<file path="src/rtl/rv_predecode_pack.sv">
module rv_predecode_pack (
  input  logic        clk,
  input  logic        rst_n,
  input  logic        in_valid,
  input  logic [31:0] in_instr,
  output logic        out_valid,
  output logic [53:0] out_word
);
  localparam logic [6:0] OPC_LUI    = 7'h37;
  localparam logic [6:0] OPC_AUIPC  = 7'h17;
  localparam logic [6:0] OPC_JAL    = 7'h6F;
  localparam logic [6:0] OPC_JALR   = 7'h67;
  localparam logic [6:0] OPC_BRANCH = 7'h63;
  localparam logic [6:0] OPC_LOAD   = 7'h03;
  localparam logic [6:0] OPC_STORE  = 7'h23;
  localparam logic [6:0] OPC_OPIMM  = 7'h13;
  localparam logic [6:0] OPC_OP     = 7'h33;
  localparam logic [6:0] OPC_AMO    = 7'h2F;
  localparam logic [6:0] OPC_SYSTEM = 7'h73;
  localparam logic [6:0] OPC_FENCE  = 7'h0F;
  localparam logic [6:0] OPC_CUSTA  = 7'h0B;
  localparam logic [6:0] OPC_CUSTB  = 7'h2B;

  localparam logic [6:0] IX_JAL     = 7'd2;
  localparam logic [6:0] IX_JALR    = 7'd3;
  localparam logic [6:0] IX_LOAD0   = 7'd8;
  localparam logic [6:0] IX_LUI     = 7'd11;
  localparam logic [6:0] IX_STORE0  = 7'd14;
  localparam logic [6:0] IX_AMO0    = 7'd17;
  localparam logic [6:0] IX_OPIMM0  = 7'd28;
  localparam logic [6:0] IX_SUB     = 7'd29;
  localparam logic [6:0] IX_SRA     = 7'd33;
  localparam logic [6:0] IX_OP0     = 7'd36;
  localparam logic [6:0] IX_MUL0    = 7'd44;
  localparam logic [6:0] IX_PRIV    = 7'd52;
  localparam logic [6:0] IX_AUIPC   = 7'd56;
  localparam logic [6:0] IX_FENCE   = 7'd60;
  localparam logic [6:0] IX_SLLI    = 7'd61;
  localparam logic [6:0] IX_SRLI    = 7'd62;
  localparam logic [6:0] IX_SRAI    = 7'd63;
  localparam logic [6:0] IX_ILLEGAL = 7'd64;
  localparam logic [6:0] IX_CUSTA   = 7'd65;
  localparam logic [6:0] IX_CUSTB   = 7'd66;

  logic [6:0] opc, f7, f3x;
  logic [2:0] f3;
  logic [4:0] f5, a_rd, a_rs1, a_rs2;
  logic [31:0] imm_i, imm_s, imm_b, imm_u, imm_j, imm_z, imm_sh;

  assign opc   = in_instr[6:0];
  assign f3    = in_instr[14:12];
  assign f3x   = {4'd0, f3};
  assign f7    = in_instr[31:25];
  assign f5    = in_instr[31:27];
  assign a_rd  = in_instr[11:7];
  assign a_rs1 = in_instr[19:15];
  assign a_rs2 = in_instr[24:20];

  assign imm_i  = {{20{in_instr[31]}}, in_instr[31:20]};
  assign imm_s  = {{20{in_instr[31]}}, in_instr[31:25], in_instr[11:7]};
  assign imm_b  = {{19{in_instr[31]}}, in_instr[31], in_instr[7], in_instr[30:25], in_instr[11:8], 1'b0};
  assign imm_u  = {in_instr[31:12], 12'd0};
  assign imm_j  = {{11{in_instr[31]}}, in_instr[31], in_instr[19:12], in_instr[20], in_instr[30:21], 1'b0};
  assign imm_z  = {20'd0, in_instr[31:20]};
  assign imm_sh = {27'd0, a_rs2};

  logic        ok;
  logic [6:0]  idx;
  logic [4:0]  d_rd, d_rs1, d_rs2;
  logic [31:0] d_imm;
  logic [3:0]  amo_sel;
  logic        amo_ok;

  always_comb begin
    amo_ok  = 1'b1;
    amo_sel = 4'd0;
    case (f5)
      5'd0:    amo_sel = 4'd0;
      5'd1:    amo_sel = 4'd1;
      5'd2:    amo_sel = 4'd2;
      5'd3:    amo_sel = 4'd3;
      5'd4:    amo_sel = 4'd4;
      5'd8:    amo_sel = 4'd5;
      5'd12:   amo_sel = 4'd6;
      5'd16:   amo_sel = 4'd7;
      5'd20:   amo_sel = 4'd8;
      5'd24:   amo_sel = 4'd9;
      5'd28:   amo_sel = 4'd10;
      default: amo_ok  = 1'b0;
    endcase
  end

  always_comb begin
    ok    = 1'b0;
    idx   = IX_ILLEGAL;
    d_rd  = '0;
    d_rs1 = '0;
    d_rs2 = '0;
    d_imm = '0;
    case (opc)
      OPC_LUI: begin
        ok = 1'b1; idx = IX_LUI; d_rd = a_rd; d_imm = imm_u;
      end
      OPC_AUIPC: begin
        ok = 1'b1; idx = IX_AUIPC; d_rd = a_rd; d_imm = imm_u;
      end
      OPC_JAL: begin
        ok = 1'b1; idx = IX_JAL; d_rd = a_rd; d_imm = imm_j;
      end
      OPC_JALR: begin
        ok = (f3 == 3'd0); idx = IX_JALR; d_rd = a_rd; d_rs1 = a_rs1; d_imm = imm_i;
      end
      OPC_BRANCH: begin
        ok = (f3[2:1] != 2'b01); idx = f3x; d_rs1 = a_rs1; d_rs2 = a_rs2; d_imm = imm_b;
      end
      OPC_LOAD: begin
        ok = (f3 != 3'd3) && (f3 < 3'd6); idx = IX_LOAD0 + f3x;
        d_rd = a_rd; d_rs1 = a_rs1; d_imm = imm_i;
      end
      OPC_STORE: begin
        ok = (f3 < 3'd3); idx = IX_STORE0 + f3x;
        d_rs1 = a_rs1; d_rs2 = a_rs2; d_imm = imm_s;
      end
      OPC_OPIMM: begin
        d_rd = a_rd; d_rs1 = a_rs1;
        case (f3)
          3'd1: begin
            ok = (f7 == 7'h00); idx = IX_SLLI; d_imm = imm_sh;
          end
          3'd5: begin
            ok = (f7 == 7'h00) || (f7 == 7'h20); idx = f7[5] ? IX_SRAI : IX_SRLI; d_imm = imm_sh;
          end
          default: begin
            ok = 1'b1; idx = IX_OPIMM0 + f3x; d_imm = imm_i;
          end
        endcase
      end
      OPC_OP: begin
        d_rd = a_rd; d_rs1 = a_rs1; d_rs2 = a_rs2;
        case (f7)
          7'h00: begin ok = 1'b1; idx = IX_OP0 + f3x; end
          7'h01: begin ok = 1'b1; idx = IX_MUL0 + f3x; end
          7'h20: begin
            ok = (f3 == 3'd0) || (f3 == 3'd5); idx = (f3 == 3'd0) ? IX_SUB : IX_SRA;
          end
          default: ok = 1'b0;
        endcase
      end
      OPC_AMO: begin
        ok = (f3 == 3'd2) && amo_ok && !((f5 == 5'd2) && (a_rs2 != 5'd0));
        idx = IX_AMO0 + {3'd0, amo_sel};
        d_rd = a_rd; d_rs1 = a_rs1; d_rs2 = a_rs2;
      end
      OPC_SYSTEM: begin
        d_imm = imm_z;
        if (f3 == 3'd0) begin
          ok = (a_rd == 5'd0) && (a_rs1 == 5'd0); idx = IX_PRIV;
        end else begin
          ok = (f3 != 3'd4); idx = IX_PRIV + f3x; d_rd = a_rd; d_rs1 = a_rs1;
        end
      end
      OPC_FENCE: begin
        ok = (f3 == 3'd0); idx = IX_FENCE; d_imm = imm_z;
      end
      OPC_CUSTA, OPC_CUSTB: begin
        ok = (f3 == 3'd0); idx = (opc == OPC_CUSTA) ? IX_CUSTA : IX_CUSTB;
        d_rd = a_rd; d_rs1 = a_rs1; d_imm = imm_i;
      end
      default: ok = 1'b0;
    endcase
    if (!ok) begin
      idx   = IX_ILLEGAL;
      d_rd  = '0;
      d_rs1 = '0;
      d_rs2 = '0;
      d_imm = '0;
    end
  end

  logic [53:0] packed_word;
  assign packed_word = {idx - 7'd64, d_rs2, d_rs1, d_rd, d_imm};

  always_ff @(posedge clk or negedge rst_n) begin
    if (!rst_n) begin
      out_valid <= 1'b0;
      out_word  <= '0;
    end else begin
      out_valid <= in_valid;
      if (in_valid) out_word <= packed_word;
    end
  end
endmodule

</file>
<file path="config.mk">
export PLATFORM = sky130hd
export DESIGN_NAME = rv_predecode_pack
export DESIGN_NICKNAME = d
export VERILOG_FILES = /design/src/rtl/rv_predecode_pack.sv
export SDC_FILE = /design/constraint.sdc
export NUM_CORES = 1
export LEC_CHECK = 0
export BUFFER_PORTS_ARGS = -buffer_cell sky130_fd_sc_hd__buf_2
export CELL_PAD_IN_SITES_DETAIL_PLACEMENT = 1
export CELL_PAD_IN_SITES_GLOBAL_PLACEMENT = 1
export CORE_MARGIN = 2
export CORE_UTILIZATION = 43
export CTS_BUF_LIST = sky130_fd_sc_hd__clkbuf_16
export DETAILED_ROUTE_END_ITERATION = 10
export PLACE_DENSITY = 0.83
export RECOVER_POWER = 25
export SLEW_MARGIN = 10
export SYNTH_ARGS = -nofsm -noshare
export SYNTH_HDL_FRONTEND = slang
export SYNTH_SLANG_ARGS = --single-unit
</file>
<file path="constraint.sdc">
create_clock -name clk -period 2.9 [get_ports clk]
set_input_delay 0.725 -clock clk [delete_from_list [all_inputs] [get_ports clk]]
set_output_delay 0.725 -clock clk [all_outputs]
set_load 0.03 [all_outputs]
</file>
* Word level (Yosys, flattened, before mapping)
Index checks and enable logic that the tools add are counted.
Word-level totals: register bits 55, bits in latches 0, RAM bits 0, bits in read-only memories 0, logic and storage cells 95, memories kept 0
Cells by class: add/subtract/negate cells 8, multipliers 0, divide/modulo/power cells 0, $lt $le $gt $ge 2, eq/ne operators 32, shift operators 0, mux-type cells 25, bitwise operators 0, reductions and logical operators 26
Operators by type and width (number):
- $pmux 32 s7 | 1
- $pmux 7 s13 | 1
- $mux 32 | 2
- $eq 7x6->1 const B | 6
- $pmux 4 s10 | 1
- $mux 5 | 6
- $eq 7x7->1 const B | 4
- $add 6x3->7 const A | 3
- $pmux 7 s3 | 1
- $eq 5x5->1 const B | 4
- $pmux 5 s2 | 2
- $logic_not 5->1 | 3
- $eq 7x4->1 const B | 2
- $eq 7x5->1 const B | 2
- $mux 7 | 2
- $pmux 6 s2 | 1
- $reduce_or 4->1 | 3
- $reduce_or 11->1 | 1
- $add 4x3->5 const A | 2
- $eq 5x2->1 const B | 2
- $eq 5x4->1 const B | 2
- $reduce_or 10->1 | 1
- $reduce_or 2->1 | 5
- $pmux 1 s9 | 1
- other kinds (27) | 35

* Longest topological paths before layout
depth after elaboration 8, gate-level depth with buffers 10, depth with buffers taken out 8

* Worst setup path before layout
OpenSTA, ideal clock, no wires.
path kind input to register, start point input port in_instr[14], end point register out_word[11], setup time 0.121 ns, arrival 2.529 ns, setup slack 0.250 ns, stages on the path 10, path buffers 2, cells stage by stage clkbuf_1 inv_1 ha_1 o21ai_0 a32oi_1 nor2_1 a311o_1 o31a_4 buf_6 a22o_1
On the way: word-level cells in the longest chain between the ends 5
RTL lines:
- from (decl) | RTL line 5 | input logic [31:0] in_instr,
- $eq 3x3->1, or another cell as far along | RTL line 126, 144
- $logic_or 1x1->1, or another cell as far along | RTL line 144 | ok = (f3 == 3'd0) || (f3 == 3'd5); idx = (f3 == 3'd0) ? IX_SUB : IX_SRA;
- $pmux 1 s2, or another cell as far along | RTL line 140 | case (f7)
- $pmux 1 s9 / $pmux 32 s7 (equally long branches) | RTL line 100 | case (opc)
- $mux 32 (*) | RTL line 171 | if (!ok) begin
- to (signal assigned) | RTL line 189 | if (in_valid) out_word <= packed_word;
- to (decl) | RTL line 7 | output logic [53:0] out_word
Mark *: on every way between the ends. The rest lies on a longest branch, timed or not. A chain may end at the register's enable or synchronous reset.

==> results_dict.tcl <==
set metrics [dict create \
    status "finished, violations left" \
    violations "max-capacitance violations, max-slew violations" \
    cts_setup_buffers 0 \
    synth_top_area_cell "dfrtp_1" \
    dieWidth_um 96.30 \
    syn_avg_cell_area_um2 8.560 \
    finalCritPeriodShare 0.9591 \
    clk_pin_slew_worst_paths_ps 70 \
    worstSetupEndpointType "flop" \
    synth_ff_type "dfrtp_1" \
    worst_pin_slew_ps 1902 \
    arrival_ps 3000 \
    slew_viol_final 76 \
    r2r-start "out_word[49]$_DFFE_PN0P_" \
    max_freq_ghz 0.3595 \
    required_ps 3120 \
    p_int_mw 1.277 \
    synth_seq_area_share 0.3757 \
    power_frac_seq 0.435 \
    cts_buffer_depth 2 \
    sw_frac_of_total 0.2784 \
    antennaDiodeCount 0 \
    hp-class "reg -> reg" \
    cts-root-buf "clkbuf_16" \
    dieArea_um2 9274 \
    pin_count 90 \
    drt-initial-drc-count 361 \
    setup_tns_ps 0 \
    num_rows 33 \
    via_per_inst 6.292 \
    ys_warn_count 0 \
    areaGrowthSynthToFinish_pct 24.15 \
    rsz0062_at_grt "false" \
    final_nets 563 \
    numCtsBuffers 5 \
    first_pass_iters 5 \
    top_usage_layer "met2" \
    timing.rr.end "out_word[49]$_DFFE_PN0P_" \
    clock_latency_ps 300 \
    synthArstFlopShare 1.000 \
    slew_headroom -0.2680 \
    syn_nets 466 \
    place.gp.congestion 1.003 \
    syn_area_um2 3664 \
    leakage_nw 2.142 \
    clock_skew_ps 0 \
    antenna_found_initial 0 \
    final_hold_viol_count 0 \
    synth.area.top_cells "dfrtp_1, nand2_1, a21oi_1, a22o_1, o2bb2ai_1" \
    p_per_area_nw_per_um2 389.2 \
    drc 0 \
    yosys_register_bits 55 \
    grt_overflow 0 \
    track_usage 0.2900 \
    maxCapViolCount 2 \
    drive_above_1_share 0.2890 \
    ff2ff_setup_slack_ps 1640 \
    grt_pass1_vias 3985 \
    dpl.hpwl_mm 9.749 \
    ys_types 63 \
    p_clk_frac 0.398 \
    cts_htree_levels 2 \
    vdd_drop_max_mv 0.2084 \
    die_height_um 96.30 \
    comb_power_share 0.166 \
    vias 3970 \
    grt_max_degree 40 \
    startpoint "in_valid" \
    synth_top_area_share 0.3757 \
    start_kind "input pin" \
    port_buffers 89 \
    routed_wl_mm 13.23 \
    p_sw_mw 0.4929 \
    grt_pass1_wl_mm 20.80 \
    fin_crit_ps 2782 \
    cp-endpoint "out_word[0]$_DFFE_PN0P_" \
    dpl_cell_area_um2 4385 \
    numClockSinks 55 \
    start_util 0.4436 \
    core_area_um2 8258 \
    gr-usage-met3 0.03837 \
    design_area_um2 4548 \
    ctsResizeCount 0 \
    cts_tree "built" \
    wl_per_cell_um 20.96 \
    critPathKind "in -> reg" \
    critPathMaxFanout 39 \
    r2r_cells 4 \
    synth_edf_count 0 \
    ant_nets 0 \
    holdBufCountCts 0 \
    syn_inst 428 \
    setup_viol 0 \
    use_met1 0.3829 \
    gr-usage-met2 0.4815 \
]
-- worst max-delay path: stages --
cell and delay, ps:
buf_2 90, clkbuf_1 1340, o21ai_0 530, o2bb2ai_1 280
-- how the worst min path moves through the flow --
stage | start | slack, ps | depth (start not counted) | end
detailed placement | out_word[40]$_DFFE_PN0P_ | 470 | 1 | out_word[40]$_DFFE_PN0P_
global placement | out_word[48]$_DFFE_PN0P_ | 460 | 2 | out_word[48]$_DFFE_PN0P_
finish | out_word[40]$_DFFE_PN0P_ | 480 | 1 | out_word[40]$_DFFE_PN0P_
global route | out_word[41]$_DFFE_PN0P_ | 520 | 1 | out_word[41]$_DFFE_PN0P_
CTS | out_word[40]$_DFFE_PN0P_ | 490 | 1 | out_word[40]$_DFFE_PN0P_
floorplan | rst_n | 430 | 0 | out_valid$_DFF_PN0_
-- final cells by class --
| class | instances | area, um^2 |
|---|---|---|
| Fill cell | 1013 | 3710 |
| Multi-Input combinational cell | 324 | 2078 |
| Sequential cell | 55 | 1376 |
| Timing Repair Buffer | 130 | 757.0 |
| Tap cell | 105 | 131.4 |
| Clock buffer | 5 | 125.1 |
| Clock inverter | 3 | 46.29 |
| Inverter | 9 | 33.78 |
-- per-layer routing --
layer  vias up  wire length (um)
met3        31               891
met2       176              6268
met1      1970              5667
met5         -                 0
li1       1793                 -
met4         0               397
-- cell families (layout without fill, tap and decap cells) --
logic type      after synthesis  count (layout)  synth area share
mux                           4               4           0.01093
compound gates              161             161            0.3262
simple gates                150             150            0.2056
buf+inv                      49             147           0.05704
xor+xnor                      6               6           0.01435
flops                        55              55            0.3757
fa+ha+maj                     3               3           0.01025
-- state kept, by name (all words and copies together), names as in the netlist --
signal / flops
out_word: 54
out_valid: 1
-- cells in the mapped netlist (3+ instances only) --
cell	number
clkbuf_1	30
xnor2_1	3
nor2_1	19
inv_1	8
buf_6	3
a32oi_1	3
nand2b_1	9
o31ai_1	11
nand3_1	7
nand4_1	4
a211oi_1	5
or3_1	6
a2111oi_0	4
ha_1	3
nor2b_1	9
a32o_1	4
nor3_1	8
nand2_1	68
mux2i_1	4
o21ai_0	16
nor3b_1	3
o32ai_1	4
buf_1	5
xor2_1	3
nor4_1	3
a22o_1	21
a31oi_1	4
o22ai_1	5
dfrtp_1	55
o2bb2ai_1	18
a31o_2	5
a21oi_1	42
-- placed cells by master (no fill, tap or decap), types with 11 or more instances in the layout --
cell type / synthesis / layout
buf_4: 0 / 38
dfrtp_1: 55 / 55
o2bb2ai_1: 18 / 18
o21ai_0: 16 / 16
nand2_1: 68 / 68
o31ai_1: 11 / 11
a22o_1: 21 / 21
a21oi_1: 42 / 42
buf_2: 2 / 88
nor2_1: 19 / 19
-- through the flow --
stage,instances,hold WS [ps],utilization,power [mW],setup slack (ps)
2_1_floorplan,428,429.4,-,0.9440,250.4
3_3_place_gp,623,462.2,0.5311,1.066,47.68
3_5_place_dp,623,470.5,0.5311,1.074,-13.61
4_1_cts,631,490.4,0.5518,1.778,280.9
5_1_grt,631,517.8,0.5508,1.837,52.97
6_report,631,483.0,0.5508,1.770,118.5
-- power by group through the flow --
stage               Clock [mW]  Combinational (mW)  Sequential, mW
global placement             0               0.280           0.786
CTS                      0.716               0.292           0.771
finish                   0.705               0.295           0.771
detailed placement           0               0.288           0.786
floorplan                    0               0.152           0.792
global route             0.748               0.318           0.771
(Power assumes the default switching activity.)
